[src/rtl/pmc_pkg.sv]
// Package: shared mode encoding for the power-mode controller.
// Assumes: two-bit state is enough for the four operating modes.
package pmc_pkg;
    typedef enum logic [1:0] {
        MODE_RUN   = 2'd0,
        MODE_IDLE  = 2'd1,
        MODE_PDOWN = 2'd2,
        MODE_START = 2'd3
    } pmode_t;
endpackage

[src/rtl/pmc_phase_div.sv]
// Module: divide-by-two phase flop that times reset release.
// Assumes: run is high only while the oscillator is stable; the phase freezes otherwise.
module pmc_phase_div (
    input  logic clk,
    input  logic por_n,
    input  logic run,
    output logic phase
);
    // Toggle the phase on every running oscillator edge.
    always_ff @(posedge clk) begin
        if (!por_n)   phase <= 1'b0;
        else if (run) phase <= ~phase;
    end
endmodule

[src/rtl/pmc_rst_qual.sv]
// Module: qualifies the reset pin over a number of oscillator clocks.
// Assumes: counting only while the oscillator runs; any low sample restarts the count.
module pmc_rst_qual #(
    parameter int QUAL_CLKS = 24
) (
    input  logic clk,
    input  logic por_n,
    input  logic rst_pin,
    input  logic osc_run,
    output logic hold
);
    localparam int CW = (QUAL_CLKS > 1) ? $clog2(QUAL_CLKS) : 1;
    localparam logic [CW-1:0] LAST = CW'(QUAL_CLKS - 1);

    logic [CW-1:0] cnt;

    // Count consecutive qualified high samples, saturating one below the limit.
    always_ff @(posedge clk) begin
        if (!por_n)                   cnt <= '0;
        else if (!(rst_pin && osc_run)) cnt <= '0;
        else if (cnt != LAST)         cnt <= cnt + 1'b1;
    end

    // The limit-th consecutive high sample requests reset.
    assign hold = rst_pin && osc_run && (cnt == LAST);
endmodule

[src/rtl/pmc_start_timer.sv]
// Module: oscillator start-up delay after leaving power-down.
// Assumes: START_CLKS >= 2; active stays high for the whole start-up state.
module pmc_start_timer #(
    parameter int START_CLKS = 16
) (
    input  logic clk,
    input  logic por_n,
    input  logic active,
    output logic done
);
    localparam int SW = (START_CLKS > 1) ? $clog2(START_CLKS) : 1;
    localparam logic [SW-1:0] LAST = SW'(START_CLKS - 1);

    logic [SW-1:0] cnt;

    // Count start-up clocks; clear whenever not starting.
    always_ff @(posedge clk) begin
        if (!por_n || !active) cnt <= '0;
        else if (cnt != LAST)  cnt <= cnt + 1'b1;
    end

    // Final start-up clock reached.
    assign done = active && (cnt == LAST);
endmodule

[src/rtl/pmc_mode_fsm.sv]
// Module: operating-mode state machine (run, idle, power-down, start-up).
// Assumes: requests are single-cycle; power-down wins over idle; in_reset blocks requests.
module pmc_mode_fsm
    import pmc_pkg::*;
(
    input  logic   clk,
    input  logic   por_n,
    input  logic   rst_pin,
    input  logic   idle_req,
    input  logic   pd_req,
    input  logic   irq_pend,
    input  logic   in_reset,
    input  logic   start_done,
    output pmode_t mode
);
    pmode_t mode_nx;

    // Next-mode selection with wake sources per mode.
    always_comb begin
        mode_nx = mode;
        unique case (mode)
            MODE_RUN: begin
                if (!in_reset) begin
                    if (pd_req)        mode_nx = MODE_PDOWN;
                    else if (idle_req) mode_nx = MODE_IDLE;
                end
            end
            MODE_IDLE:  if (rst_pin || irq_pend) mode_nx = MODE_RUN;
            MODE_PDOWN: if (rst_pin)             mode_nx = MODE_START;
            MODE_START: if (start_done)          mode_nx = MODE_RUN;
            default:                             mode_nx = MODE_RUN;
        endcase
    end

    // Mode register.
    always_ff @(posedge clk) begin
        if (!por_n) mode <= MODE_RUN;
        else        mode <= mode_nx;
    end
endmodule

[src/rtl/pwrmode_ctrl.sv]
// Module: top of the reset, idle and power-down controller.
// Assumes: clk is the raw oscillator; one machine cycle is 2*STATES_PER_MC clocks;
// por_n is a synchronous active-low reset of this controller only.
module pwrmode_ctrl
    import pmc_pkg::*;
#(
    parameter int STATES_PER_MC = 6,
    parameter int RST_MC        = 2,
    parameter int START_CLKS    = 16
) (
    input  logic clk,
    input  logic por_n,
    input  logic rst_pin,
    input  logic idle_req,
    input  logic pd_req,
    input  logic irq_pend,
    output logic cpu_clk_en,
    output logic per_clk_en,
    output logic osc_en,
    output logic sfr_rst,
    output logic ram_wr_inhibit
);
    localparam int MC_CLKS   = 2 * STATES_PER_MC;
    localparam int QUAL_CLKS = MC_CLKS * RST_MC;

    pmode_t mode;
    logic   osc_run;
    logic   phase;
    logic   qual_hold;
    logic   start_done;
    logic   rst_set;
    logic   sfr_rst_nx;
    logic   inhibit_nx;

    assign osc_run = (mode == MODE_RUN) || (mode == MODE_IDLE);

    pmc_phase_div u_div (
        .clk   (clk),
        .por_n (por_n),
        .run   (osc_run),
        .phase (phase)
    );

    pmc_rst_qual #(.QUAL_CLKS(QUAL_CLKS)) u_qual (
        .clk     (clk),
        .por_n   (por_n),
        .rst_pin (rst_pin),
        .osc_run (osc_run),
        .hold    (qual_hold)
    );

    pmc_start_timer #(.START_CLKS(START_CLKS)) u_start (
        .clk    (clk),
        .por_n  (por_n),
        .active (mode == MODE_START),
        .done   (start_done)
    );

    pmc_mode_fsm u_fsm (
        .clk        (clk),
        .por_n      (por_n),
        .rst_pin    (rst_pin),
        .idle_req   (idle_req),
        .pd_req     (pd_req),
        .irq_pend   (irq_pend),
        .in_reset   (sfr_rst),
        .start_done (start_done),
        .mode       (mode)
    );

    // Reset is set by qualification, held by the pin, and forced across start-up.
    assign rst_set = qual_hold
                   || (sfr_rst && rst_pin)
                   || ((mode == MODE_PDOWN) && rst_pin)
                   || (mode == MODE_START);

    // Next internal reset: release only on a phase boundary.
    always_comb begin
        if (rst_set)    sfr_rst_nx = 1'b1;
        else if (phase) sfr_rst_nx = 1'b0;
        else            sfr_rst_nx = sfr_rst;
    end

    // Inhibit opens when the pin wakes idle and closes when reset takes over or the pin drops.
    assign inhibit_nx = rst_pin && !sfr_rst_nx && ((mode == MODE_IDLE) || ram_wr_inhibit);

    // Internal reset and RAM inhibit registers.
    always_ff @(posedge clk) begin
        if (!por_n) begin
            sfr_rst        <= 1'b1;
            ram_wr_inhibit <= 1'b0;
        end else begin
            sfr_rst        <= sfr_rst_nx;
            ram_wr_inhibit <= inhibit_nx;
        end
    end

    // Clock enables decoded from the mode.
    assign cpu_clk_en = (mode == MODE_RUN);
    assign per_clk_en = osc_run;
    assign osc_en     = (mode != MODE_PDOWN);
endmodule

[config.mk]
export PLATFORM = sky130hd
export DESIGN_NAME = pwrmode_ctrl
export DESIGN_NICKNAME = d
export VERILOG_FILES = /design/src/rtl/pmc_pkg.sv /design/src/rtl/pmc_phase_div.sv /design/src/rtl/pmc_rst_qual.sv /design/src/rtl/pmc_start_timer.sv /design/src/rtl/pmc_mode_fsm.sv /design/src/rtl/pwrmode_ctrl.sv
export SDC_FILE = /design/constraint.sdc
export NUM_CORES = 1
export LEC_CHECK = 0
export CORE_MARGIN = 1
export CORE_UTILIZATION = 30
export CTS_CLUSTER_SIZE = 8
export DETAILED_ROUTE_END_ITERATION = 7
export DONT_BUFFER_PORTS = 1
export PLACE_DENSITY = 0.55
export SLEW_MARGIN = 20
export SYNTH_ARGS = -nofsm -noshare
export SYNTH_HDL_FRONTEND = slang
export SYNTH_SLANG_ARGS = --single-unit
export TNS_END_PERCENT = 1
[constraint.sdc]
create_clock -name clk -period 0.98 [get_ports clk]
set_input_delay 0.049 -clock clk [delete_from_list [all_inputs] [get_ports clk]]
set_output_delay 0.049 -clock clk [all_outputs]
set_load 0.05 [all_outputs]
# After elaboration in Yosys (flattened, before gate mapping)
# Cells that the tools add are included.
word_totals:
  register_bits: 14
  latchBits: 0
  ram_bits: 0
  romBits: 0
  inputBits: 6
  out_inout_bits: 5
  word_cells: 51
  memories: 0
op_classes:
  add_sub_neg: 2
  multipliers: 0
  n_div: 0
  magnitude_cmp: 0
  eq_ne: 13
  shifts: 0
  n_mux: 9
  bitwise: 1
  reduce_logical: 20
ops:
  columns: ["op", "count"]
  rows:
  - ["2-bit 2-to-1 mux", 6]
  - ["2-bit != test (second input constant)", 4]
  - ["2-bit one-hot mux with 4 select lines", 1]
  - ["1-bit logical AND", 7]
  - ["1-bit logical OR", 7]
  - ["5-bit by 1-bit adder with 5-bit output (second input constant)", 1]
  - ["5-bit equality test (second input constant)", 1]
  - ["5-bit != test (second input constant)", 1]
  - ["5-bit AND reduction", 1]
  - ["4-bit by 1-bit adder with 4-bit output (second input constant)", 1]
  - ["2-bit equality test (second input constant)", 2]
  - ["4-bit equality test (second input constant)", 1]
  - ["4-bit != test (second input constant)", 1]
  - ["1-bit logical NOT", 3]
  - ["3-bit != test (second input constant)", 1]
  - ["2-bit by 1-bit equality test with 1-bit output (second input constant)", 1]
  - ["2-bit logical NOT", 1]
  - ["1-bit 2-to-1 mux", 2]
  - ["2-bit by 1-bit != test with 1-bit output (second input constant)", 1]
  - ["2-bit AND reduction", 1]
  - ["1-bit inverter", 1]

# Depth between registers and ports, before layout
# Gate-level depths: netlist of the first run.
depth:
  depth_word: 11
  mapped_depth: 4
  mapped_depth_nobuf: 4

# Cells and area by module
# From an unflattened synthesis of the first run, not the netlist that was laid out.
unflattened:
  hier_cells: 70
  area_unflattened_um2: 670.6
modules_own_cells:
  columns: ["module", "n_inst", "cells_per_inst", "area_each_um2"]
  rows:
  - ["pmc_rst_qual", 1, 23, 230.2]
  - ["pmc_start_timer", 1, 20, 197.7]
  - ["pwrmode_ctrl", 1, 13, 107.6]
  - ["pmc_mode_fsm", 1, 11, 100.1]
  - ["pmc_phase_div", 1, 3, 35.0]

# Worst setup path after synthesis of the first run
# Ideal clock, no wire load.
synth_timing:
  kind: "reg-to-output"
  startpoint: "register u_fsm.mode[1]"
  endpoint: "output cpu_clk_en"
  t_arrival_ns: 1.068
  t_required_ns: 0.931
  path_slack_ns: -0.137
  stages_incl_launch_ff: 3
  path_buffers: 1
  cell_sequence: "dfxtp_1 -> buf_6 -> nor2_1"
synth_between:
  elab_chain_len: 1
synth_lines:
  columns: ["element", "line_no", "source"]
  rows:
  - ["from (decl)", "pmc_mode_fsm.sv:14", "output pmode_t mode"]
  - ["from (signal assigned)", "pmc_mode_fsm.sv:38", "else mode <= mode_nx;"]
  - ["2-bit logical NOT", "pwrmode_ctrl.sv:99", "assign cpu_clk_en = (mode == MODE_RUN);"]
  - ["to (decl)", "pwrmode_ctrl.sv:17", "output logic cpu_clk_en,"]
# No other way between the ends.

# Worst setup path after layout of the first run
layout_timing:
  startpoint: "register u_qual.cnt[0]"
  endpoint: "register u_qual.cnt[0]"
layout_between:
  elab_chain_len: 1
  elab_cells_between_ends: 2
layout_lines:
  columns: ["element", "line_no", "source"]
  rows:
  - ["from (decl)", "pmc_rst_qual.sv:15", "logic [CW-1:0] cnt;"]
  - ["from (signal assigned)", "pmc_rst_qual.sv:21", "else if (cnt != LAST) cnt <= cnt + 1'b1;"]
  - ["5-bit by 1-bit adder with 5-bit output or 5-bit != test (tied branches)", "pmc_rst_qual.sv:21", null]
# Several ways; a longest one is shown, not always the timed one.
# A chain may end at the register's enable or synchronous reset.

==> metrics.md, run 1 <==
| Metric | Value |
|---|---|
| Transition at the pin with the smallest max-transition slack | 0.2497 ns |
| Area of the multi-input gates | 389.1 sq um |
| Crit path DAT | 1.25 ns |
| Outcome | complete, but fails checks |
| Overall die area | 2259 sq um |
| Total vias in the final route | 578 |
| Psw | 0.5106 mW |
| Leak pwr | 0.3732 nW |
| Post-Synthesis Mean Instance Area | 9.145 sq um |
| GRT overflow | 0 |
| Critical path cell sequence | ha_4 > nand4b_1 > xnor2_1 > nor2_1 |
| Number of H-tree levels | 1 |
| Clock network fraction of design power | 20.5% |
| Final-stage net count | 102 |
| Share of the cycle needed by the critical path after routing | 110.3% |
| Standard cell with the maximum stage delay on the critical path | sky130_fd_sc_hd__dfxtp_2 |
| Crit end category | register |
| Clock latency on the worst-skew pair | 0.27 ns |
| Final estimated routing congestion in global placement | 0.7288 |
| Clock tree sinks | 14 |
| Crit Path Category | register to register |
| Pin count of the biggest net entering global routing | 8 |
| Synth Net Count | 76 |
| Filler cell count in the final layout | 193 |
| Clock root buffer | sky130_fd_sc_hd__clkbuf_4 |
| Placement-stage cell area | 787.0 sq um |
| Floorplan die width | 47.53 um |
| Post-route total power | 1.548 mW |
| CP startpoint kind | register |
| Int Pwr | 1.038 mW |
| DIE HEIGHT | 47.53 um |
| Final Worst Setup Slack | -0.1012 ns |
| Std-Cell Rows | 16 |
| GRT Overall Usage | 14.33% |
| Initial DRC count | 9 |
| Setup repair after global routing missed its margin | yes |
| Post-route antenna net violation count | 0 |
| Sequential cell area | 291.5 sq um |
| Number of distinct library cells after synthesis | 27 |
| Count of buffers from port buffering | 0 |
| Total wirelength of the detailed-routed design | 1518 um |
| Post-synthesis sequential area ratio | 45.07% |
| Count of placed standard cells in the final layout, fillers left out | 119 |
| Initial cell density of the core | 31.70% |
| Count of max-cap constraint violations | 0 |
| Data required, critical path | 1.14 ns |
| Hold Fails Final Rpt | 0 |
| Initial antenna violation count | 0 |
| Via density per instance | 4.857 |
| Wire per inst | 12.76 um |
| Half-perimeter wire length after placement | 922.6 um |
| Number of register bits inferred by synthesis | 14 |
| # setup viols final | 10 |
| Synthesized area | 621.8 sq um |
| Violated checks | negative setup slack |
| Placed cell count | 111 |
| Buffers from clock root to sink, at most | 2 |
| Shortest period the worst path allows | 1.081 ns |
| Layout Cell Area excl Fill | 954.7 sq um |
| CORE AREA | 1962 sq um |
| Power density relative to cell area | 1622 nW/um^2 |
| IR drop worst, VDD | 0.7416 mV |
| Antenna diode count | 0 |
| Max incr delay on CP | 0.36 ns |
| Switching part of the total power | 32.98% |
| Cts bufs inserted | 3 |
| Syn. warnings | 0 |
| TritonCTS clock tree | done |
| Signed area change from the synthesized netlist to the final layout | 53.52% |
| Total I/O pin count | 11 |
| Part of the power in registers | 44.0% |
| Portion of total power attributed to combinational logic | 35.5% |
| Max Clock Skew | 0.005064 ns |
| Most frequent cells in the layout | sky130_fd_sc_hd__buf_4 (12), sky130_fd_sc_hd__nor2_1 (9), sky130_fd_sc_hd__dfxtp_1 (7) |
| Headroom to the max-slew limit | 83.31% |
| Count of pins over their slew limit | 0 |
| Global-route wire length before repair | 2145 um |
| Vias in the first global route | 511 |
| Fraction of layout instances using a drive strength above 1 | 41.30% |
| Residual DRC | 0 |
| Leading cell type in the layout, fill and taps excluded | sky130_fd_sc_hd__buf_4 |
| Mapped Cells | 68 |
| Maximum fanout along the worst path | 4 |
| FMAX | 924.9 MHz |
| Hold crit path type | input port to register |
| Total iterations of the first detailed-routing run | 4 |
| Clock edge transition at the registers on the reported setup and hold paths | 0.08 ns |
| Setup slack at placement | -0.1079 ns |
## critical path, delay by kind of cell, from the launching register on
family                   cells  cell delay (ns)
XOR/XNOR                     1             0.23
adder cells (fa/ha/maj)      1             0.14
flip-flops                   1             0.36
AND/OR/NAND/NOR              2             0.26
## worst paths after layout
check,startpoint,end,slack [ns],cells past startpoint
worst max-delay path,u_qual.cnt[0],u_qual.cnt[0],-0.10,4
worst min-delay path,pd_req,u_fsm.mode[1],0.02,3
worst max register to register,u_qual.cnt[0],u_qual.cnt[0],-0.10,4
worst min register to register,ram_wr_inhibit,ram_wr_inhibit,0.49,2
## registers in the layout, summed over array words and instances, names as in the netlist
name            count
u_div.phase         1
u_qual.cnt          5
u_start.cnt         4
u_fsm.mode          2
ram_wr_inhibit      1
sfr_rst             1
## per-stage QoR
stage | util (%) | TNS [ns] | hold WS (ns)
final | 48.66 | -0.5925 | 0.01760
after global routing | 48.66 | -1.511 | 0.02886
after CTS | 47.00 | -0.5939 | 0.006641
after detailed placement | 40.11 | -0.6660 | 0.1392
after global placement | 40.11 | -0.3774 | 0.1409
after floorplan | - | -0.6550 | 0.1298
## cells in the mapped netlist (all sizes together)
master / number / area [sq um]
a21boi: 1 / 7.510
a21o: 2 / 16.27
a31oi: 3 / 18.77
and2: 1 / 6.260
buf: 1 / 11.26
dfxtp: 14 / 280.3
ha: 2 / 25.02
inv: 3 / 11.26
mux2i: 2 / 20.02
nand2: 2 / 7.510
nand2b: 3 / 18.77
nand3: 5 / 25.02
nand3b: 1 / 7.510
nand4b: 1 / 8.760
nor2: 10 / 37.54
nor3: 3 / 15.01
nor3b: 1 / 7.510
nor4b: 1 / 8.760
o2111ai: 1 / 8.760
o21a: 1 / 7.510
o21ai: 3 / 15.01
or2b: 1 / 7.510
or3: 1 / 6.260
xnor2: 3 / 26.28
xor2: 2 / 17.52
## cells by family (layout without fill, tap and decap cells)
group                    Yosys count  after routing  synth area share (%)
AND/OR/NAND/NOR                   30             30                 25.15
multiplexers                       2              2                 3.219
adder cells (fa/ha/maj)            2              2                 4.024
XOR/XNOR                           5              5                 7.044
flip-flops                        14             14                 45.07
AO/OA/AOI/OAI                     11             11                 11.87
buffers and inverters              4             28                 3.621
## final cells by class
type / count / area share, %
clock buffers: 3 / 2.359
well taps: 27 / 3.539
inverters: 3 / 1.180
repair buffers: 22 / 21.63
flip-flops and latches: 14 / 30.54
multi-input cells: 50 / 40.76
## layer usage
layer / global-route usage [%] / vias to the layer above / wire (um)
met4: 8.333 / 0 / 15
met1: 16.59 / 275 / 635
met2: 24.11 / 11 / 811
met3: 3.396 / 2 / 55
met5: 0 / - / 0
li1: - / 290 / -
## power groups by stage
stage / combinational, mW / sequential, mW / clock (mW)
after CTS: 0.537 / 0.675 / 0.337
after global routing: 0.593 / 0.690 / 0.360
after global placement: 0.459 / 0.674 / 0
final: 0.550 / 0.682 / 0.317
after floorplan: 0.293 / 0.683 / 0
after detailed placement: 0.466 / 0.677 / 0
## timing repair
item                                    CTS  global route
endpoints found under the setup margin   17            18
setup buffers                             1             0
hold buffers                              4             0
pin swaps                                 4             7
endpoints found under the hold margin     5             0
gates resized for setup                  18             8
No activity file was read; power rests on OpenSTA's default activity.
==> run 2, diff against run 1 <==
- CELL_PAD_IN_SITES_DETAIL_PLACEMENT: default -> 1
- CELL_PAD_IN_SITES_GLOBAL_PLACEMENT: default -> 1
- PLACE_DENSITY: 0.55 -> 0.66
==> metrics.md, run 2 (synthesis results as in run 1) <==
| Metric | Value |
|---|---|
| Total wirelength of the detailed-routed design | 1700 um |
| Hold crit path type | input port to register |
| Layout Cell Area excl Fill | 954.7 sq um |
| Total vias in the final route | 583 |
| TritonCTS clock tree | done |
| Violated checks | negative hold slack, negative setup slack |
| Standard cell with the maximum stage delay on the critical path | sky130_fd_sc_hd__dfxtp_2 |
| Crit path DAT | 1.29 ns |
| # setup viols final | 9 |
| Std-Cell Rows | 16 |
| Max Clock Skew | 0.0007734 ns |
| Placement-stage cell area | 787.0 sq um |
| Worst-case hold slack | -0.005739 ns |
| Clock latency on the worst-skew pair | 0.28 ns |
| Post-route antenna net violation count | 0 |
| Max incr delay on CP | 0.36 ns |
| Top reg by flops | u_qual.cnt |
| Leak pwr | 0.3798 nW |
| Signed area change from the synthesized netlist to the final layout | 53.52% |
| Final Worst Setup Slack | -0.1315 ns |
| IR drop worst, VDD | 0.9094 mV |
| Antenna diode count | 0 |
| Initial DRC count | 1 |
| Count of max-cap constraint violations | 0 |
| Half-perimeter wire length after placement | 1143 um |
| FMAX | 899.7 MHz |
| Residual DRC | 0 |
| Crit Path Category | register to register |
| Total I/O pin count | 11 |
| Total iterations of the first detailed-routing run | 3 |
| Reg2Reg Depth | 4 |
| CP startpoint kind | register |
| Wire per inst | 14.17 um |
| Filler cell count in the final layout | 236 |
| Setup slack at placement | -0.1458 ns |
| Utilization after layout | 48.66% |
| Registers with the most flip-flops | u_qual.cnt x5, u_start.cnt x4, u_fsm.mode x2 |
| Most frequent cells in the layout | sky130_fd_sc_hd__buf_4 (14), sky130_fd_sc_hd__nor2_1 (9), sky130_fd_sc_hd__dfxtp_1 (7) |
| Count of buffers from port buffering | 0 |
| Clock root buffer | sky130_fd_sc_hd__clkbuf_4 |
| Data required, critical path | 1.16 ns |
| Vias in the first global route | 625 |
| Via density per instance | 4.858 |
| Critical path cell sequence | ha_4 > nand4b_1 > xnor2_1 > nor2_1 |
| Cts bufs inserted | 3 |
| Pin count of the biggest net entering global routing | 11 |
| Initial cell density of the core | 31.70% |
| Outcome | complete, but fails checks |
| Transition at the pin with the smallest max-transition slack | 0.2417 ns |
| Global-route wire length before repair | 2622 um |
| Leading cell type in the layout, fill and taps excluded | sky130_fd_sc_hd__buf_4 |
| Hold Path Cell Cnt | 2 |
| Overall die area | 2259 sq um |
| Final estimated routing congestion in global placement | 0.7081 |
| Floorplan die width | 47.53 um |
| Clock edge transition at the registers on the reported setup and hold paths | 0.09 ns |
| GRT overflow | 0 |
| Shortest period the worst path allows | 1.111 ns |
| Fraction of layout instances using a drive strength above 1 | 40.86% |
| Setup slack of the most critical reg-to-reg path | -0.13 ns |
| Share of the cycle needed by the critical path after routing | 113.4% |
| Worst hold start | por_n |
| Maximum fanout along the worst path | 4 |
| Setup repair after global routing missed its margin | yes |
| Flip-flop count of the largest register, all copies and words added | 5 |
| Clock tree sinks | 14 |
| GRT Overall Usage | 16.68% |
| Final-stage net count | 102 |
| Terminus of the critical flop-to-flop path | u_qual.cnt[0] |
| Hold Path Sink | u_start.cnt[1] |
| DIE HEIGHT | 47.53 um |
| Number of H-tree levels | 1 |
| Crit end category | register |
| Initial antenna violation count | 0 |
| Count of pins over their slew limit | 0 |
| Buffers from clock root to sink, at most | 2 |
| Power density relative to cell area | 1746 nW/um^2 |
| Hold Fails Final Rpt | 1 |
| Headroom to the max-slew limit | 83.80% |
| CORE AREA | 1962 sq um |
| Reg-to-reg critical path startpoint | u_qual.cnt[0] |
-- run 2: final cells by class --
cell class,count,area (sq um),share of cell area [%]
clock buffers,4,36.28,3.801
inverters,3,11.26,1.180
multi-input cells,50,379.1,39.71
flip-flops and latches,14,291.5,30.54
well taps,27,33.78,3.539
repair buffers,22,202.7,21.23
-- run 2: worst max path at each step --
stage / from / endpoint / depth (start not counted)
after floorplan: sfr_rst / u_fsm.mode[1] / 3
after global placement: u_fsm.mode[1] / ram_wr_inhibit / 3
after detailed placement: u_qual.cnt[0] / u_qual.cnt[0] / 4
after CTS: u_qual.cnt[0] / u_qual.cnt[0] / 4
after global routing: u_qual.cnt[0] / u_qual.cnt[1] / 4
final: u_qual.cnt[0] / u_qual.cnt[0] / 4
-- run 2: critical path, delay by kind of cell (launching register included) --
family                   cells  cell delay [ns]
adder cells (fa/ha/maj)      1             0.14
XOR/XNOR                     1             0.23
AND/OR/NAND/NOR              2             0.27
flip-flops                   1             0.36
-- run 2: what timing repair did --
item | 4_1_cts | 5_1_grt
gates resized for setup | 19 | 6
pin swaps | 6 | 3
setup buffers | 1 | 0
hold buffers | 4 | 0
setup endpoints to repair | 17 | 17
hold endpoints to repair | 4 | 0
-- run 2: per-stage QoR --
stage          power, mW  std cells  TNS [ns]
6_report           1.667        120   -0.8135
5_1_grt            1.751        120    -1.608
4_1_cts            1.645        120   -0.7013
3_5_place_dp       1.148        111   -0.9282
3_3_place_gp       1.134        111   -0.4147
2_1_floorplan     0.9751         68   -0.6550
-- run 2: power by group --
part	switching, mW	internal [mW]
Sequential	0.0670	0.622
Combinational	0.280	0.267
Clock	0.204	0.226
-- run 2: per-layer routing --
layer / GRT usage (%) / vias to the layer above / part of all wire, %
met5: 0 / - / 0
met4: 5.000 / 0 / 1.5
met3: 3.396 / 4 / 3.2
met2: 31.23 / 12 / 52
met1: 18.91 / 275 / 44
li1: - / 292 / -
==> run 3, diff against run 2 <==
- BUFFER_PORTS_ARGS: default -> -buffer_cell sky130_fd_sc_hd__clkbuf_2
- DONT_BUFFER_PORTS: 1 -> default
- PLACE_DENSITY: 0.66 -> 0.72
==> metrics.md, run 3 (synthesis results as in run 1) <==
| Metric | Value |
|---|---|
| Violated checks | negative setup slack |
| Critical path cell sequence | or2b_1 > buf_8 |
| Floorplan die width | 47.53 um |
| Data required, critical path | 0.93 ns |
| Top reg by flops | u_qual.cnt |
| Buffers from clock root to sink, at most | 2 |
| Count of placed standard cells in the final layout, fillers left out | 123 |
| Placement-stage cell area | 794.5 sq um |
| Transition at the pin with the smallest max-transition slack | 0.2725 ns |
| Crit end category | output pin |
| CORE AREA | 1962 sq um |
| Vias in the first global route | 582 |
| Post-route antenna net violation count | 0 |
| Final estimated routing congestion in global placement | 0.6574 |
| Hold Fails Final Rpt | 0 |
| Setup slack at placement | -0.1437 ns |
| FMAX | 869.0 MHz |
| CP startpoint kind | register |
| Signed area change from the synthesized netlist to the final layout | 53.52% |
| Outcome | complete, but fails checks |
| Global-route wire length before repair | 2628 um |
| Layout Cell Area excl Fill | 954.7 sq um |
| Residual DRC | 0 |
| Hold crit path type | input port to register |
| Initial antenna violation count | 0 |
| Half-perimeter wire length after placement | 1174 um |
| Initial cell density of the core | 31.70% |
| Count of buffers from port buffering | 10 |
| Fraction of layout instances using a drive strength above 1 | 45.83% |
| Shortest period the worst path allows | 1.151 ns |
| Wire per inst | 12.87 um |
| Crit path depth | 2 |
| Registers with the most flip-flops | u_qual.cnt x5, u_start.cnt x4, u_fsm.mode x2 |
| Start point of the critical path | u_fsm.mode[1] |
| Hold Path Cell Cnt | 3 |
| Final Worst Setup Slack | -0.1708 ns |
| Leading cell type in the layout, fill and taps excluded | sky130_fd_sc_hd__buf_4 |
| TritonCTS clock tree | done |
| Placed cell count | 117 |
| Utilization after layout | 48.66% |
| Antenna diode count | 0 |
| Initial DRC count | 0 |
| Setup repair after global routing missed its margin | yes |
| Via density per instance | 4.724 |
| IR drop worst, VDD | 1.098 mV |
| Total iterations of the first detailed-routing run | 1 |
| Reg-to-reg critical path startpoint | u_qual.cnt[0] |
| Clock tree sinks | 14 |
| Worst path bufs/invs | 1 |
| Final-stage net count | 105 |
| Max Clock Skew | 0.01102 ns |
| Count of max-cap constraint violations | 0 |
| Cell family contributing the most delay on the critical path | flip-flops |
| Share of the cycle needed by the critical path after routing | 117.4% |
| Max incr delay on CP | 0.40 ns |
| Filler cell count in the final layout | 240 |
| Crit path DAT | 1.10 ns |
| Clock root buffer | sky130_fd_sc_hd__clkbuf_4 |
| Total vias in the final route | 581 |
| Leak pwr | 0.3900 nW |
| Reg2Reg Depth | 4 |
| Standard cell with the maximum stage delay on the critical path | sky130_fd_sc_hd__dfxtp_4 |
| Std-Cell Rows | 16 |
| Fin Setup TNS | -0.9347 ns |
| GRT Overall Usage | 17.13% |
| Worst hold start | irq_pend |
| Clock latency on the worst-skew pair | 0.28 ns |
| Most frequent cells in the layout | sky130_fd_sc_hd__buf_4 (14), sky130_fd_sc_hd__nor2_1 (9), sky130_fd_sc_hd__dfxtp_2 (7) |
| Flip-flop count of the largest register, all copies and words added | 5 |
| DIE HEIGHT | 47.53 um |
| Overall die area | 2259 sq um |
| # setup viols final | 10 |
| Total wirelength of the detailed-routed design | 1583 um |
| Count of pins over their slew limit | 0 |
| Pin count of the biggest net entering global routing | 9 |
| Maximum fanout along the worst path | 8 |
| GRT overflow | 0 |
| Clock edge transition at the registers on the reported setup and hold paths | 0.09 ns |
| Cts bufs inserted | 3 |
| Number of H-tree levels | 1 |
| Headroom to the max-slew limit | 81.57% |
| Crit Path Category | register to output pin |
| Power density relative to cell area | 1731 nW/um^2 |
| Total I/O pin count | 11 |
## run 3: cell count changes in the layout (fill, tap and decap cells not counted), sizes merged
cell and delta:
clkbuf +7, dlygate4sd3 -3, buf -1
## run 3: what timing repair did
| action | in CTS | in global routing |
|---|---|---|
| buffers inserted | 1 | 0 |
| hold endpoints to repair | 1 | 0 |
| endpoints found under the setup margin | 18 | 16 |
| gates cloned | 0 | 0 |
| hold buffers | 1 | 0 |
| gates resized for setup | 21 | 10 |
| pin swaps | 8 | 1 |
## run 3: per-layer routing
metal | GRT usage [%] | vias up | wire (um)
li1 | - | 296 | -
met1 | 20.23 | 272 | 723
met2 | 30.41 | 13 | 808
met3 | 5.660 | 0 | 51
met4 | 3.333 | 0 | 0
met5 | 0 | - | 0
## run 3: layout make-up
| cell class | count | area, sq um | share of cell area, % |
|---|---|---|---|
| Multi-Input combinational cell | 50 | 374.1 | 39.19 |
| Sequential cell | 14 | 292.8 | 30.67 |
| Clock buffer | 4 | 36.28 | 3.801 |
| Tap cell | 27 | 33.78 | 3.539 |
| Inverter | 3 | 11.26 | 1.180 |
| Timing Repair Buffer | 25 | 206.4 | 21.63 |
## run 3: power breakdown
group	internal (mW)	switching, mW
logic	0.264	0.286
registers	0.622	0.0617
clock network	0.226	0.193
total	1.11	0.540
## run 3: worst reg2reg max path, delay by kind of cell, from the launching register on
| kind | cells | cell delay, ns |
|---|---|---|
| flops | 1 | 0.36 |
| xor+xnor | 1 | 0.23 |
| simple gates | 2 | 0.29 |
| fa+ha+maj | 1 | 0.13 |
## run 3: worst paths after layout
path / endpoint / slack (ns)
worst max-delay path: osc_en / -0.17
worst min-delay path: u_fsm.mode[0] / 0.03
worst max register to register: u_qual.cnt[0] / -0.13
worst min register to register: ram_wr_inhibit / 0.48
## run 3: through the flow
step	power, mW	hold WS (ns)
after floorplan	0.9751	0.1298
after global placement	1.084	0.2988
after detailed placement	1.101	0.3090
after CTS	1.645	0.01247
after global routing	1.746	0.06143
final	1.653	0.03149
